## config.mk

```make
export PLATFORM = sky130hd
export DESIGN_NAME = scrambled_pwm_gen
export DESIGN_NICKNAME = d
export VERILOG_FILES = /design/src/rtl/spg_pkg.sv /design/src/rtl/spg_timebase.sv /design/src/rtl/spg_wordbank.sv /design/src/rtl/spg_chan.sv /design/src/rtl/scrambled_pwm_gen.sv
export SDC_FILE = /design/constraint.sdc
export NUM_CORES = 1
export LEC_CHECK = 0
export ABC_AREA = 0
export ABC_CLOCK_PERIOD_IN_PS = 8650
export BUFFER_PORTS_ARGS = -buffer_cell sky130_fd_sc_hd__buf_2
export CORE_ASPECT_RATIO = 1.5
export CORE_MARGIN = 1
export CORE_UTILIZATION = 60
export CTS_CLUSTER_DIAMETER = 120
export DETAILED_ROUTE_END_ITERATION = 8
export PLACE_DENSITY_LB_ADDON = 0.08
export REMOVE_ABC_BUFFERS = 1
export SLEW_MARGIN = 20
export SYNTH_ARGS = -nofsm -noshare
export SYNTH_HDL_FRONTEND = slang
export SYNTH_HIERARCHICAL = 1
export SYNTH_SLANG_ARGS = --single-unit
```

## constraint.sdc

```tcl
create_clock -name clk -period 8.65 [get_ports clk]
set_clock_uncertainty 0.15 [all_clocks]
set_input_delay 1.2975 -clock clk [delete_from_list [all_inputs] [get_ports clk]]
set_output_delay 1.2975 -clock clk [all_outputs]
set_load 0.01 [all_outputs]
```

## src/rtl/spg_pkg.sv

```systemverilog
package spg_pkg;

  typedef enum logic [1:0] {
    MODE_SPREAD64 = 2'b00,
    MODE_SPREAD16 = 2'b01,
    MODE_SPREAD4  = 2'b10,
    MODE_LINEAR   = 2'b11
  } cnt_mode_e;

  localparam int SUB_W = 6;  // holds up to 64 high sub-cycles
  localparam int PRE_W = 4;  // holds a tick prescale of up to 16

  // last value of the tick prescaler for each mode
  function automatic logic [PRE_W-1:0] pre_last(input logic [1:0] mode);
    case (mode)
      MODE_SPREAD16: pre_last = PRE_W'(3);
      MODE_SPREAD4:  pre_last = PRE_W'(15);
      default:       pre_last = '0;
    endcase
  endfunction

  // index of the last high sub-cycle for each mode
  function automatic logic [SUB_W-1:0] sub_last(input logic [1:0] mode);
    case (mode)
      MODE_SPREAD64: sub_last = SUB_W'(63);
      MODE_SPREAD16: sub_last = SUB_W'(15);
      MODE_SPREAD4:  sub_last = SUB_W'(3);
      default:       sub_last = '0;
    endcase
  endfunction

endpackage

```

## src/rtl/spg_timebase.sv

```systemverilog
module spg_timebase
  import spg_pkg::*;
#(
  parameter int WORD_W   = 16,
  parameter int NARROW_W = 12,
  parameter int LSB_W    = 6
) (
  input  logic              clk,
  input  logic              rst_n,
  input  logic              depth16_i,
  input  logic [1:0]        mode_i,
  output logic [WORD_W-1:0] tick_o,
  output logic              linear_o,
  output logic              lsb_phase_o,
  output logic              depth16_o,
  output logic              last_o
);

  localparam logic [WORD_W-1:0] LIN_MAX_WIDE   = {WORD_W{1'b1}};
  localparam logic [WORD_W-1:0] LIN_MAX_NARROW = WORD_W'((1 << NARROW_W) - 1);
  localparam logic [WORD_W-1:0] MSB_MAX_WIDE   = WORD_W'((1 << (WORD_W - LSB_W)) - 1);
  localparam logic [WORD_W-1:0] MSB_MAX_NARROW = WORD_W'((1 << (NARROW_W - LSB_W)) - 1);
  localparam logic [WORD_W-1:0] LSB_MAX        = WORD_W'((1 << LSB_W) - 1);

  logic [PRE_W-1:0]  pre_q,  pre_d;
  logic [WORD_W-1:0] tick_q, tick_d;
  logic [SUB_W-1:0]  sub_q,  sub_d;
  logic              lsb_q,  lsb_d;
  logic [2:0]        cfg_q,  cfg_d;

  logic [1:0]        mode_q;
  logic              depth_q;
  logic              lin;
  logic              restart;
  logic              step;
  logic [WORD_W-1:0] tick_max;

  assign mode_q  = cfg_q[1:0];
  assign depth_q = cfg_q[2];
  assign lin     = (mode_q == MODE_LINEAR);
  assign cfg_d   = {depth16_i, mode_i};
  assign restart = (cfg_d != cfg_q);
  assign step    = lin || lsb_q || (pre_q == pre_last(mode_q));

  always_comb begin
    if (lin)        tick_max = depth_q ? LIN_MAX_WIDE : LIN_MAX_NARROW;
    else if (lsb_q) tick_max = LSB_MAX;
    else            tick_max = depth_q ? MSB_MAX_WIDE : MSB_MAX_NARROW;
  end

  // next-state logic
  always_comb begin
    pre_d  = pre_q;
    tick_d = tick_q;
    sub_d  = sub_q;
    lsb_d  = lsb_q;
    if (restart) begin
      pre_d  = '0;
      tick_d = '0;
      sub_d  = '0;
      lsb_d  = 1'b0;
    end else if (!step) begin
      pre_d = pre_q + 1'b1;
    end else begin
      pre_d = '0;
      if (tick_q != tick_max) begin
        tick_d = tick_q + 1'b1;
      end else begin
        tick_d = '0;
        if (lsb_q) begin
          lsb_d = 1'b0;
        end else if (!lin) begin
          if (sub_q == sub_last(mode_q)) begin
            sub_d = '0;
            lsb_d = 1'b1;
          end else begin
            sub_d = sub_q + 1'b1;
          end
        end
      end
    end
  end

  always_ff @(posedge clk or negedge rst_n) begin
    if (!rst_n) begin
      pre_q  <= '0;
      tick_q <= '0;
      sub_q  <= '0;
      lsb_q  <= 1'b0;
      cfg_q  <= {1'b0, MODE_LINEAR};
    end else begin
      pre_q  <= pre_d;
      tick_q <= tick_d;
      sub_q  <= sub_d;
      lsb_q  <= lsb_d;
      cfg_q  <= cfg_d;
    end
  end

  assign tick_o      = tick_q;
  assign linear_o    = lin;
  assign lsb_phase_o = lsb_q;
  assign depth16_o   = depth_q;
  assign last_o      = (lin && tick_q == tick_max) || (lsb_q && tick_q == LSB_MAX);

  // the end-of-cycle clock is never followed by another one
  assert_single_end_R8: assert property (@(posedge clk) disable iff (!rst_n)
    last_o |=> !last_o);

  // a cycle end without a restart lands on slot 0 of a fresh cycle
  assert_wrap_R8: assert property (@(posedge clk) disable iff (!rst_n)
    (last_o && !restart) |=> (tick_q == '0 && sub_q == '0 && !lsb_q && pre_q == '0));

  // a change of setting restarts the counting
  assert_restart_R11: assert property (@(posedge clk) disable iff (!rst_n)
    restart |=> (tick_q == '0 && sub_q == '0 && !lsb_q && pre_q == '0));

  // the low sub-cycle only ever runs in a scrambled mode
  assert_lsb_scrambled_R4: assert property (@(posedge clk) disable iff (!rst_n)
    lsb_q |-> !lin);

endmodule

```

## src/rtl/spg_wordbank.sv

```systemverilog
module spg_wordbank #(
  parameter int NCH    = 16,
  parameter int WORD_W = 16,
  localparam int BUS_W = NCH * WORD_W
) (
  input  logic             clk,
  input  logic             rst_n,
  input  logic [BUS_W-1:0] words_i,
  input  logic             glatch_i,
  input  logic             manual_i,
  input  logic             last_i,
  output logic [BUS_W-1:0] active_o
);

  logic [BUS_W-1:0] shadow_q;
  logic [BUS_W-1:0] active_q, active_d;
  logic             pend_q,   pend_d;
  logic             shadow_en;
  logic             direct_ld;
  logic             apply_pend;

  assign direct_ld  = glatch_i && manual_i;
  assign shadow_en  = glatch_i && !manual_i;
  assign apply_pend = pend_q && last_i && !direct_ld;

  always_comb begin
    active_d = active_q;
    pend_d   = pend_q;
    if (direct_ld) begin
      active_d = words_i;
      pend_d   = 1'b0;
    end else begin
      if (apply_pend) begin
        active_d = shadow_q;
        pend_d   = 1'b0;
      end
      if (shadow_en) pend_d = 1'b1;
    end
  end

  always_ff @(posedge clk or negedge rst_n) begin
    if (!rst_n) shadow_q <= '0;
    else if (shadow_en) shadow_q <= words_i;
  end

  always_ff @(posedge clk or negedge rst_n) begin
    if (!rst_n) begin
      active_q <= '0;
      pend_q   <= 1'b0;
    end else begin
      active_q <= active_d;
      pend_q   <= pend_d;
    end
  end

  assign active_o = active_q;

  // an immediate strobe puts the bus words into effect at that edge
  assert_direct_load_R9: assert property (@(posedge clk) disable iff (!rst_n)
    (glatch_i && manual_i) |=> active_q == $past(words_i));

  // outside a direct strobe, the words change only at a cycle end
  assert_hold_R10: assert property (@(posedge clk) disable iff (!rst_n)
    (!(glatch_i && manual_i) && !last_i) |=> $stable(active_q));

  // a pending capture is what gets applied at the boundary
  assert_apply_R10: assert property (@(posedge clk) disable iff (!rst_n)
    (pend_q && last_i && !(glatch_i && manual_i)) |=> active_q == $past(shadow_q));

endmodule

```

## src/rtl/spg_chan.sv

```systemverilog
module spg_chan #(
  parameter int WORD_W   = 16,
  parameter int NARROW_W = 12,
  parameter int LSB_W    = 6
) (
  input  logic [WORD_W-1:0] word_i,
  input  logic [WORD_W-1:0] tick_i,
  input  logic              linear_i,
  input  logic              lsb_phase_i,
  input  logic              depth16_i,
  output logic              on_o
);

  localparam logic [WORD_W-1:0] NARROW_MASK = WORD_W'((1 << NARROW_W) - 1);
  localparam logic [WORD_W-1:0] LSB_MASK    = WORD_W'((1 << LSB_W) - 1);

  logic [WORD_W-1:0] eff;
  logic [WORD_W-1:0] field;

  assign eff = depth16_i ? word_i : (word_i & NARROW_MASK);

  always_comb begin
    if (linear_i)         field = eff;
    else if (lsb_phase_i) field = eff & LSB_MASK;
    else                  field = eff >> LSB_W;
  end

  assign on_o = (tick_i < field);

endmodule

```

## src/rtl/scrambled_pwm_gen.sv

```systemverilog
module scrambled_pwm_gen #(
  parameter int NCH      = 16,
  parameter int WORD_W   = 16,
  parameter int NARROW_W = 12,
  parameter int LSB_W    = 6,
  localparam int BUS_W   = NCH * WORD_W
) (
  input  logic             clk,
  input  logic             rst_n,
  input  logic [BUS_W-1:0] gs_words_i,
  input  logic             depth16_i,
  input  logic [1:0]       cnt_mode_i,
  input  logic             manual_sync_i,
  input  logic             glatch_i,
  output logic [NCH-1:0]   chan_on_o,
  output logic             cycle_end_o
);

  logic [WORD_W-1:0] tick;
  logic              linear;
  logic              lsb_phase;
  logic              depth16;
  logic              last;
  logic [BUS_W-1:0]  active;

  spg_timebase #(
    .WORD_W  (WORD_W),
    .NARROW_W(NARROW_W),
    .LSB_W   (LSB_W)
  ) u_timebase (
    .clk        (clk),
    .rst_n      (rst_n),
    .depth16_i  (depth16_i),
    .mode_i     (cnt_mode_i),
    .tick_o     (tick),
    .linear_o   (linear),
    .lsb_phase_o(lsb_phase),
    .depth16_o  (depth16),
    .last_o     (last)
  );

  spg_wordbank #(
    .NCH   (NCH),
    .WORD_W(WORD_W)
  ) u_wordbank (
    .clk     (clk),
    .rst_n   (rst_n),
    .words_i (gs_words_i),
    .glatch_i(glatch_i),
    .manual_i(manual_sync_i),
    .last_i  (last),
    .active_o(active)
  );

  for (genvar g = 0; g < NCH; g++) begin : g_chan
    spg_chan #(
      .WORD_W  (WORD_W),
      .NARROW_W(NARROW_W),
      .LSB_W   (LSB_W)
    ) u_chan (
      .word_i     (active[g*WORD_W +: WORD_W]),
      .tick_i     (tick),
      .linear_i   (linear),
      .lsb_phase_i(lsb_phase),
      .depth16_i  (depth16),
      .on_o       (chan_on_o[g])
    );

    // a zero word never drives its channel on
    assert_zero_off_R7: assert property (@(posedge clk) disable iff (!rst_n)
      (active[g*WORD_W +: WORD_W] == '0) |-> !chan_on_o[g]);
  end

  assign cycle_end_o = last;

endmodule

```

==> results.json <==
{
  "period_minus_slack_ps": 5921,
  "clkTransAtPathRegs_ps": 60,
  "io_buffers": 279,
  "detail-route-antenna-nets": 0,
  "grt_pass1_vias": 28580,
  "avgSynthCellArea_um2": 10.76,
  "cts_buffer_depth": 3,
  "syn_area_um2": 35480,
  "synth_flop_cell": "dfrtp_1",
  "antenna_found_initial": 24,
  "arrival_ps": 4470,
  "grt_pass1_wl_um": 158100,
  "max-slew-margin-rel_pct": 20.44,
  "die_w_um": 200.6,
  "worstSetupPathType": "reg2out",
  "syn_inst": 3297,
  "rsz0062_at_grt": "no",
  "finalCritPeriodShare_pct": 68.45,
  "fin_area_um2": 38720,
  "place.gp.congestion": 0.8648,
  "track_usage_pct": 32.80,
  "maxSlewViolCount": 0,
  "dp_hpwl_um": 58300,
  "totalWireLength_um": 99560,
  "core_um2": 58110,
  "worstMarginPinSlew_ps": 1193,
  "cts_resized": 0,
  "max_clock_freq_mhz": 168.9,
  "layout.nets": 3903,
  "num_rows": 108,
  "postLayoutCoreUtil_pct": 66.63,
  "die_h_um": 299.8,
  "p_leak_nw": 19.38,
  "cts_root_buf": "clkbuf_16",
  "critical_path.max_fanout": 82,
  "maxCapViolations": 0,
  "via_count": 27550,
  "ys_types": 65,
  "wire_per_inst_um": 23.59,
  "drive_above_1_share_pct": 28.84,
  "clkLatencyLatePin_ps": 620,
  "synthArstFlopShare_pct": 100.0,
  "critPathLaunchType": "flop",
  "htreeDepth": 2,
  "drtIter0Drc": 2173,
  "clkSinkCount": 543,
  "pin_count": 280,
  "drc": 0,
  "critPathCaptureType": "output port",
  "start_util_pct": 61.06,
  "p_per_area_nw_per_um2": 176.7,
  "r2r_slack_ps": 3360,
  "yosysWarnings": 6,
  "vias_per_cell": 6.529,
  "holdWs_ps": 358.1,
  "cts_tree": "built",
  "dpl_worst_slack_ps": 3377,
  "layout_setup_ws_ps": 2729,
  "ys_seq_area_share_pct": 38.30,
  "grt_max_degree": 217,
  "synth_edf_count": 0,
  "post_cts_buffers": 0,
  "hp-class": "reg2reg",
  "dieArea_um2": 60130,
  "area_growth_pct": 9.116,
  "setup-violations-final": 0,
  "synth-seq-cells": 543,
  "ctsHoldBuffers": 0,
  "peakVddDrop_mv": 0.1758,
  "cts_buffers": 55,
  "hold_violations": 0,
  "drtPass1Iterations": 5,
  "grt_overflow": 0,
  "fillCellCount": 4610,
  "placed_area_um2": 36840,
  "status": "finished clean",
  "worstPathRequired_ps": 7200
}
## synth_stat cells, types with 7 or more instances
cell type,n,area [um2]
a211oi_2,16,200.2
a21bo_2,256,2562
a21o_1,73,548.0
a21oi_1,129,645.6
a21oi_2,8,70.07
a31oi_1,265,1658
and3_1,22,137.6
and3b_1,256,2242
buf_1,29,108.9
buf_2,31,155.2
buf_6,46,518.0
clkbuf_1,161,604.3
dfrtp_1,541,13540
ha_1,248,3103
inv_1,51,191.4
mux2_2,27,304.0
mux2_4,230,3453
mux2i_1,82,820.8
nand2_1,133,499.2
nand3_1,339,1697
nand4_1,58,362.9
nor2_1,108,405.4
nor2b_1,17,106.4
o21a_1,19,142.6
o21ai_0,10,50.05
o221ai_1,16,140.1
o311ai_1,11,96.34
o311ai_2,8,130.1
o31ai_1,7,52.55
or3_1,24,150.1
or4b_1,8,80.08
or4b_4,8,110.1
## area by class of cell
class | instances | area [um2] | area share (%)
clock buffers | 80 | 1602 | 4.137
clock inverters | 21 | 231.5 | 0.5979
repair buffers | 306 | 1729 | 4.466
multi-input cells | 2435 | 20340 | 52.55
inverters | 51 | 191.4 | 0.4945
flip-flops and latches | 543 | 13620 | 35.18
diodes | 14 | 35.03 | 0.09049
well taps | 770 | 963.4 | 2.488
## stage by stage
stage	setup TNS [ps]	total power (W)	std cells
2_1_floorplan	-5259830	0.004087	3029
3_3_place_gp	0	0.004348	4105
3_5_place_dp	0	0.004408	4105
4_1_cts	0	0.006888	4206
5_1_grt	0	0.007131	4215
6_report	0	0.006843	4220
## sequential cells by signal, summed over array words and instances (netlist names)
| signal | count |
|---|---|
| u_wordbank/shadow_q | 256 |
| u_timebase/pre_q | 4 |
| u_wordbank/active_o | 256 |
| u_timebase/sub_q | 6 |
| u_timebase/tick_o | 16 |
| u_timebase/lsb_phase_o | 1 |
| u_wordbank/pend_q | 1 |
| u_timebase/cfg_q | 3 |
## metal layers
layer  GRT usage, %  routed length [um]  vias up
met2          55.27               48560      884
met3          4.639                5206      264
met4          15.74                4701       20
met5              0                 122        -
met1          41.56               40970    13820
li1               -                   -    12560
## final timing paths
| path | endpoint | depth (start not counted) | from |
|---|---|---|---|
| worst min register to register | u_wordbank/shadow_q[249] | 1 | u_wordbank/shadow_q[249] |
| min in group asynchronous | u_wordbank/shadow_q[148] | 1 | rst_n |
| worst max-delay path | chan_on_o[10] | 10 | u_timebase/cfg_q[1] |
| worst max register to register | u_wordbank/active_o[19] | 11 | u_timebase/lsb_phase_o |
| worst min-delay path | u_wordbank/shadow_q[249] | 1 | u_wordbank/shadow_q[249] |
| max in group asynchronous | u_timebase/tick_o[3] | 2 | rst_n |
## report_power, final
| part | switching, W | internal, W |
|---|---|---|
| Clock | 0.00105 | 0.00140 |
| Combinational | 0.000583 | 0.000693 |
| Sequential | 0.000237 | 0.00287 |
## critical path, stage by stage (launching register included)
cell      delay (ps)
dfstp_2          600
ha_4             560
buf_4            730
nor2_1           360
mux2i_1          200
ha_1             320
a21o_1           160
a21o_1           170
a21o_1           180
a211oi_2         360
buf_2            210
## placed cells by master, fill, tap and decap left out, types with 16 or more instances in the layout
master       n
clkbuf_16   56
nand3_1    339
a31oi_1    265
a211oi_2    16
inv_1       51
dfrtp_2     17
ha_1       247
o21a_1      19
a21o_1      73
mux2i_1     82
mux2_4     230
o221ai_1    16
dfrtp_1    522
and3_1      22
nand2_1    132
mux2_2      27
buf_4       17
a21bo_2    256
and3b_1    256
buf_2      276
a21oi_1    128
nor2_1     108
nand4_1     58
or3_1       24
nor2b_1     17
## cell families after synthesis
kind of cell	synth area share, %
AND/OR/NAND/NOR	17.01
AO/OA/AOI/OAI	18.45
flip-flops	38.30
multiplexers	12.90
buffers and inverters	4.468
adder cells (fa/ha/maj)	8.745
XOR/XNOR	0.1234
(Power assumes the default switching activity.)
